## config.mk

```make
export PLATFORM = sky130hd
export DESIGN_NAME = cap_cmp_unit
export DESIGN_NICKNAME = d
export VERILOG_FILES = /design/src/rtl/cap_cmp_unit.sv
export SDC_FILE = /design/constraint.sdc
export NUM_CORES = 1
export LEC_CHECK = 0
export BUFFER_PORTS_ARGS = -buffer_cell sky130_fd_sc_hd__buf_2
export CAP_MARGIN = 20
export CORE_AREA = 2 2 58 82
export CTS_CLUSTER_DIAMETER = 200
export DETAILED_ROUTE_END_ITERATION = 7
export DIE_AREA = 0 0 60 84
export HOLD_SLACK_MARGIN = 0.03
export PLACE_DENSITY_LB_ADDON = 0.2
export SETUP_SLACK_MARGIN = 0.05
export SYNTH_ARGS = -nofsm -noshare
export SYNTH_HDL_FRONTEND = slang
export SYNTH_SLANG_ARGS = --single-unit
```

## constraint.sdc

```tcl
create_clock -name clk -period 2.75 [get_ports clk]
set_input_delay 0.55 -clock clk [delete_from_list [all_inputs] [get_ports clk]]
set_output_delay 0.55 -clock clk [all_outputs]
set_load 0.01 [all_outputs]
```

## src/rtl/cap_cmp_unit.sv

```systemverilog
module cap_cmp_unit #(
  parameter int TW   = 16,
  parameter int PS_W = 4
) (
  input  logic          clk,
  input  logic          rst_n,
  input  logic [TW-1:0] tmr_val,
  input  logic          pin_in,
  input  logic [3:0]    mode,
  input  logic          cmp_wr,
  input  logic [TW-1:0] cmp_wdata,
  input  logic          flag_clr,
  output logic          pin_out,
  output logic [TW-1:0] cap_val,
  output logic [TW-1:0] cmp_val,
  output logic          flag,
  output logic          tmr_clr
);
  localparam logic [PS_W-1:0] PS_LAST4  = PS_W'(3);
  localparam logic [PS_W-1:0] PS_LAST16 = PS_W'(15);

  localparam logic [3:0] M_CAP_FALL = 4'b0100;
  localparam logic [3:0] M_CAP_RISE = 4'b0101;
  localparam logic [3:0] M_CAP_R4   = 4'b0110;
  localparam logic [3:0] M_CAP_R16  = 4'b0111;
  localparam logic [3:0] M_CMP_SET  = 4'b1000;
  localparam logic [3:0] M_CMP_CLR  = 4'b1001;
  localparam logic [3:0] M_CMP_TGL  = 4'b1010;
  localparam logic [3:0] M_CMP_EVT  = 4'b1011;

  logic [2:0]      sync;
  logic [3:0]      mode_q;
  logic [PS_W-1:0] ps_cnt;
  logic            match_q;
  logic            cap_hit;

  wire rise     = sync[1] & ~sync[2];
  wire fall     = ~sync[1] & sync[2];
  wire is_cmp   = (mode[3:2] == 2'b10);
  wire ps_mode  = (mode == M_CAP_R4) || (mode == M_CAP_R16);
  wire match    = is_cmp && (tmr_val == cmp_val);
  wire cmp_hit  = match & ~match_q;

  always_comb begin
    case (mode)
      M_CAP_FALL: cap_hit = fall;
      M_CAP_RISE: cap_hit = rise;
      M_CAP_R4:   cap_hit = rise && (ps_cnt == PS_LAST4);
      M_CAP_R16:  cap_hit = rise && (ps_cnt == PS_LAST16);
      default:    cap_hit = 1'b0;
    endcase
  end

  always_ff @(posedge clk) begin
    if (!rst_n) begin
      sync    <= '0;
      mode_q  <= '0;
      ps_cnt  <= '0;
      match_q <= 1'b0;
      cap_val <= '0;
      cmp_val <= '0;
      pin_out <= 1'b0;
      flag    <= 1'b0;
      tmr_clr <= 1'b0;
    end else begin
      sync    <= {sync[1:0], pin_in};
      mode_q  <= mode;
      match_q <= match;

      if (mode != mode_q)
        ps_cnt <= '0;
      else if (ps_mode && rise)
        ps_cnt <= cap_hit ? '0 : ps_cnt + 1'b1;

      if (cap_hit)
        cap_val <= tmr_val;

      if (cmp_wr)
        cmp_val <= cmp_wdata;

      if (!is_cmp)
        pin_out <= 1'b0;
      else if (cmp_hit) begin
        case (mode)
          M_CMP_SET: pin_out <= 1'b1;
          M_CMP_CLR: pin_out <= 1'b0;
          M_CMP_TGL: pin_out <= ~pin_out;
          default:   pin_out <= pin_out;
        endcase
      end

      tmr_clr <= cmp_hit && (mode == M_CMP_EVT);
      flag    <= cap_hit | cmp_hit | (flag & ~flag_clr);
    end
  end
endmodule


```

==> results.txt <==
The worst-skew pair later-pin latency came out at 290 ps. Data on the critical path is required at its endpoint by about 2900 ps. The area of the mapped netlist came out at 2060 µm².

The number of warning messages in the yosys log came out at 0. The number of cell instances on the worst register-to-register path came out at 5. The total nets after synthesis came out at 236. For this run, the number of standard cells in the final layout without fillers is 330. The number of CTS-inserted buffers is 5.

The total power consumption of the routed design came out at 1.28 mW. For this run, the total global-route usage over all layers was measured as 0.178. The number of enable flip-flop cells after synthesis came out at 0. The worst hold path stage count is 1. In the finished design, the share of the clock period the worst path needs comes to 0.693.

The cell at the root of the clock tree is clkbuf_8. Summed over all instances, the cell type with the most area after synthesis is dfxtp_1. The first routing iteration left 56 violations. Of the total synthesized cell area, the portion taken by AND, OR, NAND and NOR gates is 0.200. The worst IR drop on VDD is around 0.33 mV. The wire length per cell after detailed routing is 12.9 µm. Of all flip-flops after synthesis, the portion carrying an async set or reset was 0. The leakage power summed over all cells is 1.13 nW. The number of H-tree levels came out at 2. The complex-gate fraction of the synthesized area came out at 0.0517. The total wire length is 4270 µm. The die span in x is 60 µm. Of the total synthesized cell area, the portion taken by XOR and XNOR cells is 0.0809. For this run, the share of the core covered by cells in the final layout is 0.579. The actual slew at the worst max-slew pin came out at between 600 and 700 ps. The number of nets with antenna violations after routing came out at 0. The largest fanout of any net on the critical path came out at 10.

The number of max-cap violations came out at 0. The number of gates resized after CTS is 0. After clock tree synthesis, the clock-pin slew on the worst setup and hold paths is 80 ps. At the end of routability-driven placement, the weighted congestion stood at 0.817.

The post-route worst hold slack came out at 435 ps. The mean area per synthesized cell came out at 10.6 µm². The via count of the routed design came out at between 1500 and 2000. The number of antenna violations at the first check in global routing is 0.

The hold violation total from the final report came out at 0. The starting density of the core is 0.468. The flow ran to the end, and the final reports show no timing, DRC or antenna violations. Setup repair after global routing left no endpoint under its margin.

The area growth from synthesis to layout is 23.7%. The type of element launching the critical path is an input port. For this run, the detailed router's first-pass iteration total came to 4.

The number of pins with negative max-slew slack in the final report was 0. The peak clock frequency supported by timing is between 500 and 600 MHz. Buffers placed on the I/O ports in this run total 75. The placeable core region came out at 4390 µm². The number of antenna diodes is 0. Counting tap cells, the placed design contains a total of ~320 instances. TritonCTS built the clock tree. The worst path needs 1910 ps of the cycle, external delays included. Data arrives at the worst endpoint at about 2100 ps. The number of DRC violations after detailed routing is 0.

The die is 84 µm tall. The share of synthesized area in the top cell type comes to 0.458. The share of layout cells above drive strength 1 is 0.336.

The final net count came out at slightly above 300. Yosys attributes the largest share of cell area to dfxtp_1, mux2i_1, nor2b_1, xor2_1, xnor2_1. The number of distinct standard cells referenced by the synthesized netlist came out at 38.

The classification of the worst-slack hold path is flop to flop. The area of the die came out at 5040 µm². The tree built by TritonCTS fans out to between 40 and 50 sinks. After synthesis, the largest family of logic cells by area is simple AND/OR/NAND/NOR gates. On the final layout, the worst clock skew is 6.36 ps.

The final setup violation count is 0. The post-synthesis sequential area ratio came out at 0.458. The overflow left after global routing came out at 0. The maximum buffer depth of the clock tree is 2. After synthesis the netlist holds a flip-flop and latch count of between 40 and 50. Power spread over the standard cell area amounts to around 500 nW/µm². The setup path with the least slack is of type input port to flop. The endpoint type of the worst setup path is a flop.

The detailed-route vias per instance came out at 4.80. The site row count is 29. The final setup TNS is 0 ps. The via count of the first global-routing pass is 1529. The mux share of post-synthesis cell area is 0.161. Entering global routing, the biggest net connects 43 pins.

The half-perimeter wire length after detailed placement is 3160 µm. After technology mapping, the gate count stands at between 150 and 200. The top-level port count came out at 76.

The most used flip-flop cell after synthesis is dfxtp_1. Of the total synthesized cell area, the portion taken by full adders, half adders and majority gates is 0.00609. The wire length of the first global-routing pass is a little under 7000 µm.

The number of hold buffers added after cts is 0. Measured against its own limit, the worst slew margin works out to 0.590. Post-CTS timing repair inserted 0 buffers for setup.
metrics by stage:
| step | setup slack, ps | instance area, µm² |
|---|---|---|
| finish | 844 | 2540 |
| global placement | 524 | 2450 |
| CTS | 840 | 2540 |
| global route | 747 | 2540 |
| detailed placement | 516 | 2450 |
| floorplan | 531 | 2060 |
path summary, 6_finish.rpt:
check,slack [ps],startpoint,endpoint
max reg2reg,870,cmp_val[12]$_SDFFE_PN0P_,pin_out$_SDFFE_PN0P_
max,840,mode[0],cap_val[7]$_SDFFE_PN0P_
min reg2reg,440,sync[0]$_SDFF_PN0_,sync[1]$_SDFF_PN0_
min,440,sync[0]$_SDFF_PN0_,sync[1]$_SDFF_PN0_
flip-flops by register name, indices dropped and copies added (netlist names):
signal and cells:
ps_cnt 4, pin_out 1, sync 3, cmp_val 16, mode_q 4, match_q 1
cap_val 16, tmr_clr 1, flag 1
area by class of cell:
cell class	count	area, µm²
inverter	5	18.8
multi-input combinational	132	1030
tap	62	77.6
timing repair buffer	77	390
sequential	47	941
clock inverter	1	5.00
clock buffer	6	82.6
fill	412	1850
report_power, final:
group	total, mW	switching, mW	internal, mW
Sequential	0.715	0.0148	0.700
Combinational	0.146	0.0707	0.0749
Clock	0.415	0.217	0.197
Total	1.28	0.303	0.973
metal layers:
metal,global-route usage,vias up,wire (µm)
li1,-,804,-
met1,0.214,721,1750
met2,0.294,52,2190
met3,0.0496,7,259
met4,0.0606,0,63
met5,0,-,0
synthesized netlist by cell type (all sizes together), types with 2 or more instances:
cell	number
nand3b	2
buf	3
clkbuf	7
nor2	6
nor4	2
inv	5
o31a	2
xor2	11
xnor2	8
nor2b	33
dfxtp	47
and2	8
nor3	2
nand4	4
a21oi	2
mux2i	33
placed cells by master (no fill, tap or decap), types with 2 or more instances in the layout:
cell / count
inv_1: 5
o31a_1: 2
clkbuf_8: 6
dfxtp_1: 47
nor3_1: 2
buf_2: 75
xnor2_1: 8
xor2_1: 11
nand4_1: 4
nor4_1: 2
mux2i_1: 33
nand3b_1: 2
and2_2: 2
and2_1: 6
nor2b_1: 33
buf_4: 2
nor2_1: 6
critical path: stages:
cell,delay [ps]
buf_2,150
a211o_1,300
a2111o_1,460
a21oi_4,140
buf_4,230
mux2i_1,210
nor2b_1,60
cells by family (layout without fill, tap and decap cells):
| family | count (synthesis) | count (layout) |
|---|---|---|
| flip-flops | 47 | 47 |
| XOR/XNOR | 19 | 19 |
| AND/OR/NAND/NOR | 67 | 67 |
| adder cells (fa/ha/maj) | 1 | 1 |
| AO/OA/AOI/OAI | 12 | 12 |
| multiplexers | 33 | 33 |
| buffers and inverters | 15 | 89 |
Note: power is estimated with default switching activity, not from simulation.
